## config.mk

```make
export PLATFORM = sky130hd
export DESIGN_NAME = serial_rx_buffered
export DESIGN_NICKNAME = d
export VERILOG_FILES = /design/src/rtl/serial_rx_buffered.sv
export SDC_FILE = /design/constraint.sdc
export NUM_CORES = 1
export LEC_CHECK = 0
export ABC_AREA = 0
export BUFFER_PORTS_ARGS = -buffer_cell sky130_fd_sc_hd__buf_2
export CAP_MARGIN = 15
export CORE_ASPECT_RATIO = 0.75
export CORE_MARGIN = 3
export CORE_UTILIZATION = 47
export DETAILED_ROUTE_END_ITERATION = 8
export GPL_TIMING_DRIVEN = 0
export PLACE_DENSITY = 0.65
export REMOVE_ABC_BUFFERS = 1
export SYNTH_ARGS = -nofsm -noshare
export SYNTH_HDL_FRONTEND = slang
export SYNTH_SLANG_ARGS = --single-unit
```

## constraint.sdc

```tcl
create_clock -name clk -period 5.8 [get_ports clk]
set_clock_uncertainty 0.2 [all_clocks]
set_input_delay 1.74 -clock clk [delete_from_list [all_inputs] [get_ports clk]]
set_output_delay 1.74 -clock clk [all_outputs]
set_load 0.02 [all_outputs]
```

## src/rtl/serial_rx_buffered.sv

```systemverilog
module serial_rx_buffered #(
  parameter int DATA_W = 8,
  parameter int OVS    = 16,
  parameter int DEPTH  = 2
) (
  input  logic              clk,
  input  logic              rst_n,
  input  logic              tick,
  input  logic              rx,
  input  logic              port_en,
  input  logic              cont_en,
  input  logic              nine_bit,
  input  logic              addr_det,
  input  logic              rd,
  output logic [DATA_W-1:0] rd_data,
  output logic              rd_bit8,
  output logic              rd_ferr,
  output logic              avail,
  output logic              overrun
);
  localparam int CW  = $clog2(OVS);
  localparam int BW  = $clog2(DATA_W + 1);
  localparam int AW  = (DEPTH > 1) ? $clog2(DEPTH) : 1;
  localparam int PW  = $clog2(DEPTH + 1);
  localparam int EW  = DATA_W + 2;
  localparam int MID = OVS / 2;
  localparam logic [CW-1:0] C_V0   = CW'(MID - 2);
  localparam logic [CW-1:0] C_V1   = CW'(MID - 1);
  localparam logic [CW-1:0] C_MID  = CW'(MID);
  localparam logic [CW-1:0] C_LAST = CW'(OVS - 1);

  typedef enum logic [2:0] {S_IDLE, S_START, S_DATA, S_STOP, S_WAITHI} st_t;

  st_t             state;
  logic            rx_meta, rx_s, v0, v1;
  logic [CW-1:0]   cnt;
  logic [BW-1:0]   bitn;
  logic [DATA_W:0] shreg;
  logic [EW-1:0]   mem [DEPTH];
  logic [AW-1:0]   wp, rp;
  logic [PW-1:0]   count;

  wire            act      = port_en & cont_en;
  wire            vote     = (v0 & v1) | (v0 & rx_s) | (v1 & rx_s);
  wire [BW-1:0]   last_bit = nine_bit ? BW'(DATA_W) : BW'(DATA_W - 1);
  wire            done     = act & tick & (state == S_STOP) & (cnt == C_MID);
  wire            keep     = done & ~(addr_det & nine_bit & ~shreg[DATA_W]);
  wire            pop      = rd & (count != '0);
  wire            room     = (count < PW'(DEPTH)) | pop;
  wire            push     = keep & ~overrun & room;
  wire [EW-1:0]   head     = mem[rp];

  assign avail   = (count != '0);
  assign rd_data = head[DATA_W-1:0];
  assign rd_bit8 = head[DATA_W];
  assign rd_ferr = avail & head[DATA_W+1];

  always_ff @(posedge clk) begin
    if (!rst_n) begin
      rx_meta <= 1'b1;
      rx_s    <= 1'b1;
    end else begin
      rx_meta <= rx;
      rx_s    <= rx_meta;
    end
  end

  always_ff @(posedge clk) begin
    if (!rst_n) begin
      state <= S_IDLE;
      cnt   <= '0;
      bitn  <= '0;
      shreg <= '0;
      v0    <= 1'b1;
      v1    <= 1'b1;
    end else if (!act) begin
      state <= S_IDLE;
      cnt   <= '0;
    end else if (tick) begin
      if (state == S_IDLE) begin
        if (!rx_s) begin
          state <= S_START;
          cnt   <= '0;
          shreg <= '0;
        end
      end else begin
        cnt <= (cnt == C_LAST) ? '0 : cnt + CW'(1);
        if (cnt == C_V0) v0 <= rx_s;
        if (cnt == C_V1) v1 <= rx_s;
        case (state)
          S_START: begin
            if (cnt == C_V1 && rx_s) state <= S_IDLE;
            else if (cnt == C_LAST) begin
              state <= S_DATA;
              bitn  <= '0;
            end
          end
          S_DATA: begin
            if (cnt == C_MID) shreg[bitn] <= vote;
            if (cnt == C_LAST) begin
              if (bitn == last_bit) state <= S_STOP;
              else bitn <= bitn + BW'(1);
            end
          end
          S_STOP:   if (cnt == C_MID) state <= vote ? S_IDLE : S_WAITHI;
          S_WAITHI: if (rx_s) state <= S_IDLE;
          default:  state <= S_IDLE;
        endcase
      end
    end
  end

  always_ff @(posedge clk) begin
    if (push) mem[wp] <= {~vote, shreg};
  end

  always_ff @(posedge clk) begin
    if (!rst_n) begin
      wp      <= '0;
      rp      <= '0;
      count   <= '0;
      overrun <= 1'b0;
    end else begin
      if (push) wp <= (wp == AW'(DEPTH - 1)) ? '0 : wp + AW'(1);
      if (pop)  rp <= (rp == AW'(DEPTH - 1)) ? '0 : rp + AW'(1);
      case ({push, pop})
        2'b10:   count <= count + PW'(1);
        2'b01:   count <= count - PW'(1);
        default: count <= count;
      endcase
      if (!cont_en) overrun <= 1'b0;
      else if (keep & ~room) overrun <= 1'b1;
    end
  end

  // occupancy never exceeds the buffer depth
  a_r5_depth_bound: assert property (@(posedge clk) disable iff (!rst_n)
    count <= PW'(DEPTH));

  // reading the last word with nothing arriving empties the buffer
  a_r4_last_read_clears: assert property (@(posedge clk) disable iff (!rst_n)
    (rd && count == PW'(1) && !push) |=> !avail);

  // overrun is gone the cycle after the receive enable drops
  a_r7_overrun_clear: assert property (@(posedge clk) disable iff (!rst_n)
    !cont_en |=> !overrun);

  // while overrun holds, occupancy cannot grow
  a_r7_overrun_blocks: assert property (@(posedge clk) disable iff (!rst_n)
    overrun |=> count <= $past(count));

  // with reception disabled nothing is added
  a_r8_disabled_no_load: assert property (@(posedge clk) disable iff (!rst_n)
    !(port_en && cont_en) |=> count <= $past(count));
endmodule

```

Word-level counts from Yosys, hierarchy flattened
Memories as Yosys holds them, arrays and structs flattened. A register that Yosys moved wholly into a read port is not among the register bits.
Cells that the tools add are included.
- register bits after elaboration: 29
- bits in writable memories: 20
- input bits: 9
- output and inout port bits: 12
- word-level logic and storage cells: 116
- memories: 1
- memory list (memory ; depth ; bits a word ; read ports ; clocked after memory_dff ; write ports ; line ; source):
    mem ; 2 ; 10 ; 1 ; 1 ; 1 ; 39 ; logic [EW-1:0] mem [DEPTH];
- $add $sub $neg: 6
- order comparisons: 3
- equal/unequal tests: 21
- mux-type cells: 33
- bitwise gates (word level): 24
- reductions and logical operators: 16
- operators with widths (operator ; number):
    9-bit two-way mux ; 4
    4-bit two-way mux ; 8
    3-bit two-way mux ; 9
    1-bit AND ; 15
    3-bit case mux with 4 select lines ; 1
    2-bit inequality test, second input constant ; 5
    2-bit nonzero test ; 5
    9-bit bitwise mux ; 1
    3-bit inequality test, second input constant ; 3
    4-bit by 1-bit adder with 4-bit output, second input constant ; 2
    4-bit by 3-bit == test with 1-bit output, second input constant ; 2
    4-bit == test, second input constant ; 2
    4-bit case mux with 2 select lines ; 1
    4-bit AND reduction ; 2
    8-bit AND reduction ; 1
    1-bit two-way mux ; 7
    7-bit AND reduction ; 1
    3-bit by 2-bit == test with 1-bit output, second input constant ; 2
    1-bit inverter ; 6
    2-bit AND reduction ; 3
    4-bit by 5-bit less-than comparator with 1-bit output, second input constant ; 1
    5-bit AND reduction ; 1
    1-bit demux with 4-bit select ; 1
    4-bit == test ; 1
    15 further kinds ; 19

Logic depth before layout (Yosys ltp)
Gate-level depths: netlist of the first run.
- depth after elaboration: 9
- mapped depth: 9
- mapped depth without buffers: 9

Least setup slack after synthesis of the first run
No wires, ideal clock.
- kind: in2reg
- from: input cont_en
- to: memory mem[0][0] (netlist bit) (enable)
- setup time: 378 ps
- arrival: 2811 ps
- data required time: 5222 ps
- path slack: 2412 ps
- cell stages on the path: 5
- path buffers: 1
- cells stage by stage: and3_1 buf_2 o2111a_1 nand2_1 nor2_1
- word-level cells in the longest chain between the ends: 9
- RTL lines (item ; line ; source):
    from (decl) ; 11 ; input logic cont_en,
    1-bit AND ; 43 ; wire act = port_en & cont_en;
    1-bit AND (3 in a row) ; 46 ; wire done = act & tick & (state == S_STOP) & (cnt == C_MID);
    1-bit AND ; 47 ; wire keep = done & ~(addr_det & nine_bit & ~shreg[DATA_W]);
    1-bit AND (2 in a row) ; 50 ; wire push = keep & ~overrun & room;
    1-bit two-way mux ; 114 ; if (push) mem[wp] <= {~vote, shreg};
    1-bit two-way mux (not written as such) ; 114 ;
    to (decl) ; 39 ;
No other way between the ends.

Worst setup path in the final report of the first run
- from: input tick
- to: memory mem[1][1] (netlist bit) (enable)
- word-level cells in the longest chain between the ends: 8
- RTL lines (item ; line ; source):
    from (decl) ; 8 ; input logic tick,
    1-bit AND (3 in a row) ; 46 ;
    1-bit AND ; 47 ;
    1-bit AND (2 in a row) ; 50 ;
    1-bit two-way mux ; 114 ;
    1-bit two-way mux (not written as such) ; 114 ;
No other way between the ends.

==> results.md, run 1 <==
- # IOs: 21
- Starting Density: 0.494
- Drt pass-1 iters: 4
- Core Area: 4950 µm²
- Fillers: 443
- Yosys reg bits: 50
- FP Rows: 22
- CTS Hold Bufs: 0
- DIE AREA: 6120 µm²
- Setup TNS Final: 0 ns
- CP Max Fanout: 10
- Fin. max-slew vios: 0
- First-pass GRT wire length: 7130 µm
- Rel. slew slack: 0.388
- Share of cells above drive strength 1: 0.191
- Worst EP required: 5.53 ns
- Largest family of logic cells by synthesized area: simple AND/OR/NAND/NOR gates
- Net Sw Frac: 0.208
- Clk buf depth: 2
- Unrepaired setup endpoints after global routing: false
- Reg clk slew, reported paths: 0.09 ns
- Crit path DAT: 3.38 ns
- IO Port Bufs: 20
- Fmax: 0.275 GHz
- Initial antenna violation count: 0
- Finished Layout Cells: 311
- Max Cap Viol: 0
- Top_reg_cell synth: dfxtp_1
- Final ANT Viol Nets: 0
- Clock Root Buffer: clkbuf_8
- Final WL: 4380 µm
- Synth cell types: 51
- Fin crit share: 0.628
- Final worst path period need: 3.64 ns
- Share of total power in sequential cells: 0.576
- Placed cell count: 303
- GR met1 Demand/Resource: 0.221
- Cell Int Power: 0.000501 W
- Largest net degree at the start of global routing: 26
- # diodes: 0
- Post-synthesis mux area share: 0.0700
- Post-synthesis xor/xnor area fraction: 0.0143
- Status: finished clean
- WL per Instance: 14.1 µm
- Vias in the first global route: 1511
- Gpl congestion: 0.785
- Num CTS Buffers: 5
- Net total in the final layout: 267
- Met2 Track Usage GR: 0.231
- Met3 usage: 0.0356
- Synth Area in Simple Gates: 0.181
- H-tree Lvls: 2
- Asr flop ratio synth: 0
- Tightest Pin Transition: 0.914 ns
- Synth Instances: 234
- Grt ovf: 0
- Cell area power density: 237 nW/µm²
- Vias: 1710
- Final Hold Fails: 0
- YS warnings: 0
- Vias per inst: 5.50
- Gate power share: 0.023
- Net Switching: 0.000132 W
- Cts repair resizes: 0
- EDFF count, synth: 20
- HP Class: flop to flop
- Die Span Y: 68.5 µm
- Synth Cell Area: 2450 µm²
- Iter 0 DRT Violations: 70
- Clk pwr share: 0.401
- Post-CTS setup buffer count: 0
- Die W: 89.4 µm
- Layout area overhead: 8.94%
- Util after Layout: 0.539
- Synth Area in Compound Gates: 0.157
- GRT Util Overall: 0.156
- Adder-cell share of the synthesized area: 0.0449
- Clock sinks: 50
- Kind of critical path: input port to flop
- Busiest grt layer: met2
- Mean Syn Cell Area: 10.5 µm²
- Critical path launch point type: input port
- Crit end category: flop
- Lkg Pwr: 1.02 nW
- DRC viols: 0
- Final setup fails: 0
- Register area share after synthesis: 0.490
- Worst skew pair latency: 0.31 ns
- VDD IR-drop max: 113 µV
- CTS tree: yes
- DP HPWL: 3080 µm
-- power by group through the flow --
stage	clock network, W	logic (W)	registers, W
after floorplan	0	0.00000740	0.000372
after global placement	0	0.0000150	0.000372
after detailed placement	0	0.0000150	0.000372
after CTS	0.000258	0.0000150	0.000364
after global routing	0.000270	0.0000166	0.000364
final	0.000253	0.0000149	0.000364
-- final timing paths --
check                      startpoint                   to  slack [ns]  cells after the start
setup / recovery                 tick  mem[1][1]$_DFFE_PP_        2.16                      5
hold / removal     rx_meta$_SDFF_PN1_      rx_s$_SDFF_PN1_        0.22                      1
setup reg to reg  cnt[0]$_SDFFE_PN0N_  mem[1][1]$_DFFE_PP_        3.23                      6
hold reg to reg    rx_meta$_SDFF_PN1_      rx_s$_SDFF_PN1_        0.22                      1
-- Yosys cell counts (2+ instances only) --
library cell,count,share of area
nor3_1,4,0.0082
mux2i_1,7,0.029
nand4_1,2,0.0051
and2_1,3,0.0077
a21oi_1,15,0.031
dfxtp_1,30,0.25
edfxtp_1,20,0.25
xnor2_1,4,0.014
nand3_1,4,0.0082
inv_1,7,0.011
mux2_2,9,0.041
nand4b_1,2,0.0072
a21boi_0,10,0.031
nor2b_1,9,0.023
nor3_2,2,0.0082
a32oi_1,2,0.0072
and3_1,3,0.0077
clkbuf_1,3,0.0046
nand2_1,19,0.029
nor2_1,19,0.029
a21boi_1,2,0.0061
ha_1,8,0.041
buf_2,5,0.010
nand3b_1,2,0.0061
buf_6,3,0.014
nand2b_1,2,0.0051
a22oi_1,2,0.0061
o21ai_0,13,0.027
-- flip-flops by register name (all words and copies together), names as in the netlist, 2 cells and up, named ones only --
name,count
mem,20
shreg,9
bitn,4
cnt,4
state,3
count,2
-- placed cells by master, fill, tap and decap left out, drive strengths merged, types with 2 or more instances in the layout --
master / n
a21boi: 12
a21oi: 15
a22oi: 2
a32oi: 2
and2: 4
and3: 3
buf: 21
clkbuf: 5
dfxtp: 30
edfxtp: 20
ha: 8
inv: 9
mux2: 9
mux2i: 7
nand2: 19
nand2b: 2
nand3: 5
nand3b: 2
nand4: 2
nand4b: 2
nor2: 19
nor2b: 10
nor3: 6
o211ai: 2
o21ai: 13
or3: 2
xnor2: 4
-- critical path, stage by stage --
cell	delay, ns
buf_2	0.16
and3_1	0.36
o2111a_1	0.30
nand2_1	0.10
nor2_1	0.70
-- metal layers --
layer / routed length (µm) / up-vias / share of wire
met1: 2350 / 802 / 0.54
met5: 0 / - / 0
met2: 1840 / 25 / 0.42
li1: - / 876 / -
met4: 74 / 0 / 0.017
met3: 119 / 7 / 0.027
-- cell type report --
cell class / count / area (µm²) / share of cell area
clock buffers: 5 / 68.8 / 0.0258
clock inverters: 3 / 47.5 / 0.0178
inverters: 7 / 26.3 / 0.00985
multi-input cells: 165 / 1140 / 0.429
flip-flops and latches: 50 / 1200 / 0.450
well taps: 60 / 75.1 / 0.0281
repair buffers: 21 / 105 / 0.0394
-- through the flow --
| stage | hold slack [ns] | setup WS (ns) | cell area [µm²] | power (W) |
|---|---|---|---|---|
| detailed placement | 0.206 | 1.79 | 2550 | 0.000387 |
| floorplan | 0.186 | 2.40 | 2370 | 0.000379 |
| global placement | 0.201 | 1.80 | 2550 | 0.000387 |
| global route | 0.238 | 1.98 | 2670 | 0.000651 |
| CTS | 0.227 | 2.10 | 2670 | 0.000637 |
| finish | 0.224 | 2.16 | 2670 | 0.000632 |
-- cell families after synthesis --
group / count (synthesis)
AND/OR/NAND/NOR: 80
flip-flops: 50
adder cells (fa/ha/maj): 9
XOR/XNOR: 4
AO/OA/AOI/OAI: 56
buffers and inverters: 19
multiplexers: 16
No activity file was read; power rests on OpenSTA's default activity.
==> run 2: changes to the inputs <==
--- a/config.mk
+++ b/config.mk
@@ -13,7 +13,7 @@
 export CORE_UTILIZATION = 47
 export DETAILED_ROUTE_END_ITERATION = 8
 export GPL_TIMING_DRIVEN = 0
-export PLACE_DENSITY = 0.65
+export PLACE_DENSITY = 0.68
 export REMOVE_ABC_BUFFERS = 1
 export SYNTH_ARGS = -nofsm -noshare
 export SYNTH_HDL_FRONTEND = slang
==> constraint.sdc (replaced) <==
create_clock -name clk -period 3 [get_ports clk]
set_clock_uncertainty 0.2 [all_clocks]
set_input_delay 0.9 -clock clk [delete_from_list [all_inputs] [get_ports clk]]
set_output_delay 0.9 -clock clk [all_outputs]
set_load 0.02 [all_outputs]
==> results.md, run 2 (same netlist as run 1, synthesis figures left out) <==
- Clock Root Buffer: clkbuf_8
- Worst r2r src: cnt[0]$_SDFFE_PN0N_
- Placed cell count: 302
- IO Port Bufs: 20
- Gpl congestion: 0.835
- Num CTS Buffers: 5
- Vias: 1719
- Hold path start: rx_meta$_SDFF_PN1_
- Fmax: 0.364 GHz
- Worst skew pair latency: 0.31 ns
- R2R setup slack: 0.51 ns
- Fillers: 444
- Last element of the critical path: mem[0][3]$_DFFE_PP_
- Finished Layout Cells: 311
- Core Area: 4950 µm²
- Final ANT Viol Nets: 0
- Reg clk slew, reported paths: 0.09 ns
- Clk buf depth: 2
- CTS Hold Bufs: 0
- DRC viols: 0
- Tightest Pin Transition: 0.869 ns
- Starting Density: 0.494
- Layout area overhead: 7.97%
- Kind of critical path: input port to flop
- H-tree Lvls: 2
- Share of cells above drive strength 1: 0.187
- Vias in the first global route: 1574
- GRT Util Overall: 0.165
- # IOs: 21
- Slowest stage cell, crit path: nor2_1
- Lkg Pwr: 1.01 nW
- Cts repair resizes: 0
- Final Hold Fails: 0
- Max Cap Viol: 0
- DP HPWL: 3170 µm
- Clock sinks: 50
- Largest net degree at the start of global routing: 26
- # diodes: 0
- WL per Instance: 14.6 µm
- Final worst path period need: 2.75 ns
- Vias per inst: 5.53
- Crit end category: flop
- Setup crit start: tick
- Crit path DAT: 2.49 ns
- FP Rows: 22
- Critical path launch point type: input port
- Setup TNS Final: 0 ns
- Cells along the critical path: buf_2, and3_1, o2111a_1, nand2_1, nor2_1
- Status: finished clean
- Final setup fails: 0
- First-pass GRT wire length: 7560 µm
- Worst EP required: 2.74 ns
- Post-CTS setup buffer count: 0
- Worst R2R Path Depth: 6
- Fin crit share: 0.917
- Largest register FFs: 20
- CP Max Fanout: 11
- Top reg by flops: mem
- CP max stage delay: 0.67 ns
- Most common cell after layout, fill and taps aside: dfxtp_1
- HP Class: flop to flop
- Top flop regs: mem: 20 flops, shreg: 9 flops
- Rel. slew slack: 0.419
- Grt ovf: 0
- Hold_ws: 0.214 ns
- Final WL: 4550 µm
- Die Span Y: 68.5 µm
- Most frequent cells in the layout: dfxtp_1 (30), buf_2 (20), edfxtp_1 (20)
- RR Endpoint: mem[0][3]$_DFFE_PP_
- VDD IR-drop max: 207 µV
- Fin. max-slew vios: 0
- Initial antenna violation count: 0
- DIE AREA: 6120 µm²
- Unrepaired setup endpoints after global routing: false
- Drt pass-1 iters: 4
- Iter 0 DRT Violations: 84
- CTS tree: yes
- Net total in the final layout: 267
- Cell area power density: 428 nW/µm²
- Die W: 89.4 µm
==> run 2: stage by stage <==
stage | cell area [µm²] | utilization | total power (W) | setup WS, ns
after global routing | 2650 | 0.534 | 0.00117 | 0.109
after CTS | 2640 | 0.532 | 0.00114 | 0.199
after global placement | 2550 | 0.514 | 0.000748 | -0.117
after floorplan | 2370 | - | 0.000733 | 0.441
after detailed placement | 2550 | 0.514 | 0.000749 | -0.131
final | 2650 | 0.534 | 0.00113 | 0.249
==> run 2: power by group <==
group / internal [W] / switching [W] / total, W
Clock: 0.000165 / 0.000234 / 0.000399
Combinational: 0.0000122 / 0.0000173 / 0.0000296
Sequential: 0.000701 / 0.00000202 / 0.000703
Total: 0.000878 / 0.000254 / 0.00113
==> run 2: how the worst min path moves through the flow <==
| stage | to | cells after the start | slack, ns |
|---|---|---|---|
| final | rx_s$_SDFF_PN1_ | 1 | 0.21 |
| after global routing | rx_s$_SDFF_PN1_ | 1 | 0.23 |
| after CTS | rx_s$_SDFF_PN1_ | 1 | 0.22 |
| after detailed placement | rx_s$_SDFF_PN1_ | 1 | 0.19 |
| after global placement | rx_s$_SDFF_PN1_ | 1 | 0.19 |
| after floorplan | rx_s$_SDFF_PN1_ | 1 | 0.19 |
==> run 2: routing by layer <==
| layer | GRT usage | vias to the layer above | wire (µm) |
|---|---|---|---|
| met5 | 0 | - | 0 |
| met4 | 0.0446 | 0 | 47 |
| met3 | 0.0570 | 6 | 132 |
| met2 | 0.256 | 19 | 2020 |
| met1 | 0.221 | 821 | 2350 |
| li1 | - | 873 | - |
==> run 2: critical path, delay by kind of cell <==
kind                   cells  cell delay (ns)
AO/OA/AOI/OAI              1             0.29
AND/OR/NAND/NOR            3             1.13
buffers and inverters      1             0.16
==> run 2: cell type report <==
cell class | instances | area (µm²) | share of cell area
well taps | 60 | 75.1 | 0.0284
clock buffers | 5 | 68.8 | 0.0260
flip-flops and latches | 50 | 1200 | 0.454
inverters | 7 | 26.3 | 0.00993
clock inverters | 3 | 21.3 | 0.00804
multi-input cells | 165 | 1140 | 0.433
repair buffers | 21 | 108 | 0.0407
